===== src/rtl/rxc_pkg.sv =====
package rxc_pkg;
   // slow phase advances by this many quarter-units per fast cycle (ratio = k/STEP)
   localparam int STEP = 4;
   // direction indices for the per-direction slot array
   localparam int DIR_TO_SLOW = 0;
   localparam int DIR_TO_FAST = 1;
   localparam int NUM_DIR     = 2;
endpackage


===== src/rtl/rxc_cfg_latch.sv =====
module rxc_cfg_latch
   import rxc_pkg::*;
#(
   parameter int K_W    = 5,
   parameter int K_MIN  = 8,
   parameter int K_MAX  = 21,
   parameter int LEAD_W = 2
) (
   input  logic              clk,
   input  logic              rst_n,
   input  logic              resync,
   input  logic [K_W-1:0]    ratio_k,
   input  logic [LEAD_W-1:0] lead_sel,
   output logic [K_W-1:0]    cfg_k,
   output logic [LEAD_W-1:0] cfg_lead
);
   localparam logic [K_W-1:0] KLO = K_W'(K_MIN);
   localparam logic [K_W-1:0] KHI = K_W'(K_MAX);

   // coincidence period in fast cycles: k / gcd(k, 4)
   function automatic logic [K_W-1:0] period_of(input logic [K_W-1:0] k);
      if (k[1:0] == 2'b00)  return k >> 2;
      else if (!k[0])       return k >> 1;
      else                  return k;
   endfunction

   logic [K_W-1:0]    k_c;
   logic [K_W-1:0]    p_c;
   logic [K_W-1:0]    lead_ext;
   logic [LEAD_W-1:0] lead_c;

   always_comb begin
      if (ratio_k < KLO)      k_c = KLO;
      else if (ratio_k > KHI) k_c = KHI;
      else                    k_c = ratio_k;
      p_c      = period_of(k_c);
      lead_ext = K_W'(lead_sel);
      if (lead_ext >= p_c) lead_c = LEAD_W'(p_c - K_W'(1));
      else                 lead_c = lead_sel;
   end

   always_ff @(posedge clk or negedge rst_n) begin
      if (!rst_n) begin
         cfg_k    <= KLO;
         cfg_lead <= '0;
      end else if (resync) begin
         cfg_k    <= k_c;
         cfg_lead <= lead_c;
      end
   end
endmodule


===== src/rtl/rxc_phase_acc.sv =====
module rxc_phase_acc
   import rxc_pkg::*;
#(
   parameter int K_W = 5
) (
   input  logic           clk,
   input  logic           rst_n,
   input  logic           resync,
   input  logic [K_W-1:0] cfg_k,
   output logic [K_W-1:0] phase,
   output logic           slow_edge
);
   logic [K_W:0]   sum;
   logic [K_W:0]   k_x;
   logic [K_W-1:0] phase_nxt;

   always_comb begin
      k_x = {1'b0, cfg_k};
      sum = {1'b0, phase} + (K_W+1)'(STEP);
      if (sum >= k_x) phase_nxt = K_W'(sum - k_x);
      else            phase_nxt = K_W'(sum);
   end

   always_ff @(posedge clk or negedge rst_n) begin
      if (!rst_n)      phase <= '0;
      else if (resync) phase <= '0;
      else             phase <= phase_nxt;
   end

   // a residue below STEP means the last increment wrapped (or we sit at the start point)
   assign slow_edge = !resync && (phase < K_W'(STEP));
endmodule


===== src/rtl/rxc_align_pred.sv =====
module rxc_align_pred
   import rxc_pkg::*;
#(
   parameter int K_W    = 5,
   parameter int LEAD_W = 2
) (
   input  logic              resync,
   input  logic [K_W-1:0]    cfg_k,
   input  logic [LEAD_W-1:0] cfg_lead,
   input  logic [K_W-1:0]    phase,
   output logic              aligned
);
   logic [K_W:0]   adv;
   logic [K_W:0]   adv_mod;
   logic [K_W:0]   k_x;
   logic [K_W-1:0] target;

   // strobe when phase + STEP*lead == 0 (mod k), i.e. phase == -STEP*lead mod k
   always_comb begin
      k_x = {1'b0, cfg_k};
      adv = (K_W+1)'(cfg_lead) * (K_W+1)'(STEP);
      if (adv >= k_x) adv_mod = adv - k_x;
      else            adv_mod = adv;
      if (adv_mod == '0) target = '0;
      else               target = K_W'(k_x - adv_mod);
   end

   assign aligned = !resync && (phase == target);
endmodule


===== src/rtl/rxc_xfer_slot.sv =====
module rxc_xfer_slot #(
   parameter int DATA_W = 16
) (
   input  logic              clk,
   input  logic              rst_n,
   input  logic              resync,
   input  logic              strobe,
   input  logic              in_valid,
   input  logic [DATA_W-1:0] in_data,
   output logic              out_valid,
   output logic [DATA_W-1:0] out_data,
   output logic              ovf
);
   logic              pend;
   logic [DATA_W-1:0] hold;

   always_ff @(posedge clk or negedge rst_n) begin
      if (!rst_n) begin
         pend      <= 1'b0;
         hold      <= '0;
         out_valid <= 1'b0;
         out_data  <= '0;
         ovf       <= 1'b0;
      end else if (resync) begin
         pend      <= 1'b0;
         hold      <= '0;
         out_valid <= 1'b0;
         out_data  <= '0;
         ovf       <= 1'b0;
      end else begin
         out_valid <= strobe && pend;
         if (strobe && pend) out_data <= hold;
         if (in_valid) begin
            if (pend && !strobe) begin
               ovf <= 1'b1;
            end else begin
               hold <= in_data;
               pend <= 1'b1;
            end
         end else if (strobe) begin
            pend <= 1'b0;
         end
      end
   end
endmodule


===== src/rtl/ratio_xing_ctrl.sv =====
module ratio_xing_ctrl
   import rxc_pkg::*;
#(
   parameter int K_W    = 5,
   parameter int K_MIN  = 8,
   parameter int K_MAX  = 21,
   parameter int LEAD_W = 2,
   parameter int DATA_W = 16
) (
   input  logic              clk,
   input  logic              rst_n,
   input  logic              resync,
   input  logic [K_W-1:0]    ratio_k,
   input  logic [LEAD_W-1:0] lead_sel,
   input  logic              fast_valid,
   input  logic [DATA_W-1:0] fast_data,
   input  logic              slow_valid,
   input  logic [DATA_W-1:0] slow_data,
   output logic              aligned,
   output logic              slow_edge,
   output logic              to_slow_valid,
   output logic [DATA_W-1:0] to_slow_data,
   output logic              to_fast_valid,
   output logic [DATA_W-1:0] to_fast_data,
   output logic              to_slow_ovf,
   output logic              to_fast_ovf
);
   localparam int LEAD_MAX = (1 << LEAD_W) - 1;

   // elaboration-time parameter checks
   if (K_MAX >= (1 << K_W)) begin : g_bad_kmax
      $error("K_MAX does not fit in K_W bits");
   end
   if (K_MIN <= STEP || K_MIN > K_MAX) begin : g_bad_kmin
      $error("K_MIN must exceed STEP and not exceed K_MAX");
   end
   if (STEP * LEAD_MAX >= 2 * K_MIN) begin : g_bad_lead
      $error("lead range too wide for single-subtract modulo");
   end
   if (DATA_W < 1) begin : g_bad_data
      $error("DATA_W must be positive");
   end

   logic [K_W-1:0]    cfg_k;
   logic [LEAD_W-1:0] cfg_lead;
   logic [K_W-1:0]    phase;

   rxc_cfg_latch #(.K_W(K_W), .K_MIN(K_MIN), .K_MAX(K_MAX), .LEAD_W(LEAD_W)) u_cfg (
      .clk(clk), .rst_n(rst_n), .resync(resync),
      .ratio_k(ratio_k), .lead_sel(lead_sel),
      .cfg_k(cfg_k), .cfg_lead(cfg_lead)
   );

   rxc_phase_acc #(.K_W(K_W)) u_phase (
      .clk(clk), .rst_n(rst_n), .resync(resync),
      .cfg_k(cfg_k), .phase(phase), .slow_edge(slow_edge)
   );

   rxc_align_pred #(.K_W(K_W), .LEAD_W(LEAD_W)) u_pred (
      .resync(resync), .cfg_k(cfg_k), .cfg_lead(cfg_lead),
      .phase(phase), .aligned(aligned)
   );

   logic [NUM_DIR-1:0]             in_v;
   logic [NUM_DIR-1:0][DATA_W-1:0] in_d;
   logic [NUM_DIR-1:0]             out_v;
   logic [NUM_DIR-1:0][DATA_W-1:0] out_d;
   logic [NUM_DIR-1:0]             ovf_v;

   assign in_v[DIR_TO_SLOW] = fast_valid;
   assign in_d[DIR_TO_SLOW] = fast_data;
   assign in_v[DIR_TO_FAST] = slow_valid;
   assign in_d[DIR_TO_FAST] = slow_data;

   for (genvar g = 0; g < NUM_DIR; g++) begin : g_dir
      rxc_xfer_slot #(.DATA_W(DATA_W)) u_slot (
         .clk(clk), .rst_n(rst_n), .resync(resync), .strobe(aligned),
         .in_valid(in_v[g]), .in_data(in_d[g]),
         .out_valid(out_v[g]), .out_data(out_d[g]), .ovf(ovf_v[g])
      );
   end

   assign to_slow_valid = out_v[DIR_TO_SLOW];
   assign to_slow_data  = out_d[DIR_TO_SLOW];
   assign to_slow_ovf   = ovf_v[DIR_TO_SLOW];
   assign to_fast_valid = out_v[DIR_TO_FAST];
   assign to_fast_data  = out_d[DIR_TO_FAST];
   assign to_fast_ovf   = ovf_v[DIR_TO_FAST];
endmodule


===== config.mk =====
export PLATFORM = sky130hd
export DESIGN_NAME = ratio_xing_ctrl
export DESIGN_NICKNAME = d
export VERILOG_FILES = /design/src/rtl/rxc_pkg.sv /design/src/rtl/rxc_cfg_latch.sv /design/src/rtl/rxc_phase_acc.sv /design/src/rtl/rxc_align_pred.sv /design/src/rtl/rxc_xfer_slot.sv /design/src/rtl/ratio_xing_ctrl.sv
export SDC_FILE = /design/constraint.sdc
export NUM_CORES = 1
export LEC_CHECK = 0
export BUFFER_PORTS_ARGS = -buffer_cell sky130_fd_sc_hd__buf_4
export CAP_MARGIN = 10
export CORE_ASPECT_RATIO = 0.8
export CORE_UTILIZATION = 51
export DETAILED_ROUTE_END_ITERATION = 16
export GPL_ROUTABILITY_DRIVEN = 0
export GPL_TIMING_DRIVEN = 0
export PLACE_DENSITY = 0.76
export SKIP_LAST_GASP = 1
export SYNTH_ARGS = -nofsm -noshare
export SYNTH_HDL_FRONTEND = slang
export SYNTH_SLANG_ARGS = --single-unit
export TNS_END_PERCENT = 1

===== constraint.sdc =====
create_clock -name clk -period 4 [get_ports clk]
set_clock_uncertainty 0.05 [all_clocks]
set_input_delay 0.2 -clock clk [delete_from_list [all_inputs] [get_ports clk]]
set_output_delay 0.2 -clock clk [all_outputs]
set_load 0.02 [all_outputs]

==> impl_metrics.ini <==
[logic_synthesis]
ys_warn_count = 0
synth_compound_area_share_pct = 15.9
yosysUniqueCellTypes = 54
ys_seq_area_share_pct = 42.8
synth_fa_ha_area_share_pct = 4.22
postSynthCellCount = 463
synthSimpleGateAreaFrac_pct = 19.1
syn_area_sq_mm = 0.00480
synthArstFlopShare_pct = 100
synth_top_family_by_area = simple AND/OR/NAND/NOR gates
synth_xor_area_share_pct = 1.67
synth_edf_count = 0
synth_nets = 521
syn_avg_cell_area_sq_um = 10.4
ys_ff_latch = 82
synthFlopType = dfrtp_1
muxShareOfSynthArea_pct = 9.96

[clock_network]
cts_buffers = 9
root_buffer = clkbuf_16
cts_tree = yes
hold_buffers = 0
cts_max_level = 3
cts_buffer_depth = 2
cts_sinks = 82
clk_pin_slew_ns = 0.06
clk_latency_ns = 0.34

[pwr]
intPower_w = 0.00204
power.density_mw_per_mm2 = 509
ir_worst_vdd_mv = 0.315
fin_total_pwr_w = 0.00305
power_leakage_nw = 2.99
sw_frac_of_total_pct = 33.1
combPwrFrac_pct = 34.4
seq_power_share_pct = 35.1
p_clk_share_pct = 30.5
power.switching_w = 0.00101

[placed_design]
hpwl_mm = 7.50
dpl_cell_area_sq_mm = 0.00554
io_buffer_count = 79
dp_slack_ns = -0.103

[run_status]
violations = negative hold slack
outcome = finished with violations

[route]
wl_per_cell_um = 16.0
route.detailed.drc = 0
ant_nets = 0
vias_per_cell = 5.40
wirelength_mm = 11.0
first_pass_iters = 4
num_vias = 3690
drtIter0Drc = 193

[timing]
finalCritPeriodShare_pct = 95.9
slew_viol_final = 0
rsz0062_at_grt = no
fmax_mhz = 261
holdWs_ns = -0.0109
min_period_ns = 3.83
slew_headroom_pct = 32.7
setup_slack_ns = 0.165
finalSetupViolCount = 0
hold_viol_final = 10
worstMarginPinSlew_ns = 1.01

[critical_path]
cp-end-kind = primary output
reg2reg_to = g_dir[1].u_slot.hold[11]
slowest_delay_ns = 0.39
required_ns = 3.75
cp_top_family = compound AO/OA/AOI/OAI gates
cp_num_buf_inv = 4
reg2reg_depth = 16
path_class = reg -> out
reg2reg_slack_ns = 0.19
start_kind = flop
critical_path.max_fanout = 4
cp_slowest_cell = dfrtp_1
cp.depth = 16
r2r_start = u_cfg.cfg_k[2]
cp_data_arrival_time_ns = 3.58
crit_chain = inv_1 -> ha_1 -> a211oi_2 -> nor2_2 -> buf_4 -> mux2i_1 -> ha_1 -> nor2b_1 -> o21ai_0 -> a211o_1 -> a211o_1 -> a21oi_4 -> buf_6 -> nand2_2 -> nor2_1 -> buf_4

[finish]
antennaDiodeCount = 0
num-nets-final = 621
finalCoreUtilization_pct = 66.1
multi_input_area_sq_mm = 0.00248
fillers = 718
synthToLayoutAreaGrowth_pct = 25.0
drive_gt1_share_pct = 32.7
seqCellArea_sq_mm = 0.00205
fin_area_sq_mm = 0.00600

[floorplanning]
io_pins = 82
rows = 31
core-area_sq_mm = 0.00908
die_w_um = 110
die_area_sq_mm = 0.00980
start_util_pct = 52.9
die_y_um = 88.8

[global_route]
antenna_found_initial = 0
overflow = 0
grt_pass1_vias = 3575
gr-usage-all-layers_pct = 23.0
grt_start_max_net_pins = 83
grt_pass1_wl_mm = 17.8

[min_path]
hold_class = in -> async

[run]
maxCapViolations = 0
[per-layer routing]
metal | wire length, um | GRT usage [%] | share of wire [%]
met5 | 0 | 0 | 0
met4 | 115 | 6.42 | 1.0
met3 | 596 | 6.78 | 5.4
met2 | 4990 | 35.9 | 46
met1 | 5250 | 31.6 | 48
[metrics by stage]
stage | setup TNS [ns] | std cells | hold slack, ns
floorplan | 0 | 463 | -0.146
global placement | -0.403 | 657 | 0.394
detailed placement | -2.89 | 657 | 0.385
CTS | 0 | 677 | 0.0184
global route | 0 | 683 | 0.0757
finish | 0 | 683 | -0.0109
[registers in the layout (all words and copies together), names as in the netlist]
register and flops:
g_dir.u_slot.out_data 32, g_dir.u_slot.hold 32, g_dir.u_slot.pend 2, g_dir.u_slot.out_valid 2, u_cfg.cfg_lead 2, g_dir.u_slot.ovf 2, u_phase.phase 5, u_cfg.cfg_k 5
[power by group through the flow]
stage | clock network, W | logic (W) | registers, W
global placement | 0 | 0.000935 | 0.00107
finish | 0.000930 | 0.00105 | 0.00107
global route | 0.000973 | 0.00115 | 0.00109
floorplan | 0 | 0.000706 | 0.00107
CTS | 0.000941 | 0.00100 | 0.00107
detailed placement | 0 | 0.000959 | 0.00108
[cells by family (layout without fill, tap and decap cells)]
group,after synthesis,in the layout
simple gates,161,161
compound gates,90,90
flops,82,82
buf+inv,70,175
mux,37,37
fa+ha+maj,16,16
xor+xnor,7,7
[placed cells by master, fill, tap and decap left out, types with 3 or more instances in the layout]
cell	count
buf_6	5
a211oi_1	4
buf_4	89
mux2_4	18
buf_2	5
nor2_1	20
or2_2	3
inv_1	45
clkbuf_16	9
nor2b_1	41
buf_1	4
nand3_1	3
mux2_1	6
mux2i_1	5
a21oi_1	14
a211o_1	3
mux2_2	8
ha_1	11
clkbuf_8	3
or3_1	4
nand3b_1	33
o211ai_2	20
xor2_1	5
o21ai_0	13
dfrtp_1	80
o211ai_1	13
o21a_1	3
clkbuf_1	10
nand2_1	42
[cells in the mapped netlist (6+ instances only)]
cell type	n	area share (%)
a21oi_1	14	1.5
clkbuf_1	9	0.70
dfrtp_1	81	42
ha_1	13	3.4
inv_1	47	3.7
mux2_1	6	1.4
mux2_2	8	1.9
mux2_4	18	5.6
nand2_1	43	3.4
nand3b_1	33	5.2
nor2_1	21	1.6
nor2b_1	42	5.5
o211ai_1	13	2.0
o211ai_2	20	5.2
o21ai_0	14	1.5
[final cells by class]
class / instances / area share (%)
Multi-Input combinational cell: 311 / 41.4
Sequential cell: 82 / 34.3
Inverter: 47 / 2.94
Clock buffer: 13 / 4.51
Clock inverter: 3 / 1.15
Buffer: 23 / 2.17
Timing Repair Buffer: 89 / 11.1
Tap cell: 115 / 2.40
[worst max path at each step]
stage              startpoint                            to  slack (ns)
6_report       u_cfg.cfg_k[2]                       aligned        0.17
3_3_place_gp   u_cfg.cfg_k[3]   g_dir[1].u_slot.out_data[8]       -0.03
4_1_cts        u_cfg.cfg_k[3]                       aligned        0.01
3_5_place_dp   u_cfg.cfg_k[3]  g_dir[0].u_slot.out_data[13]       -0.10
5_1_grt        u_cfg.cfg_k[2]                       aligned      0.0002
2_1_floorplan  u_cfg.cfg_k[3]                       aligned        0.28
[what timing repair did]
action,4_1_cts,5_1_grt
resized for setup,4,9
endpoints found under the setup margin,45,46
buffers inserted,4,6
pin swaps,4,9
hold endpoints to repair,0,0
Power figures use the tool's default switching activity.
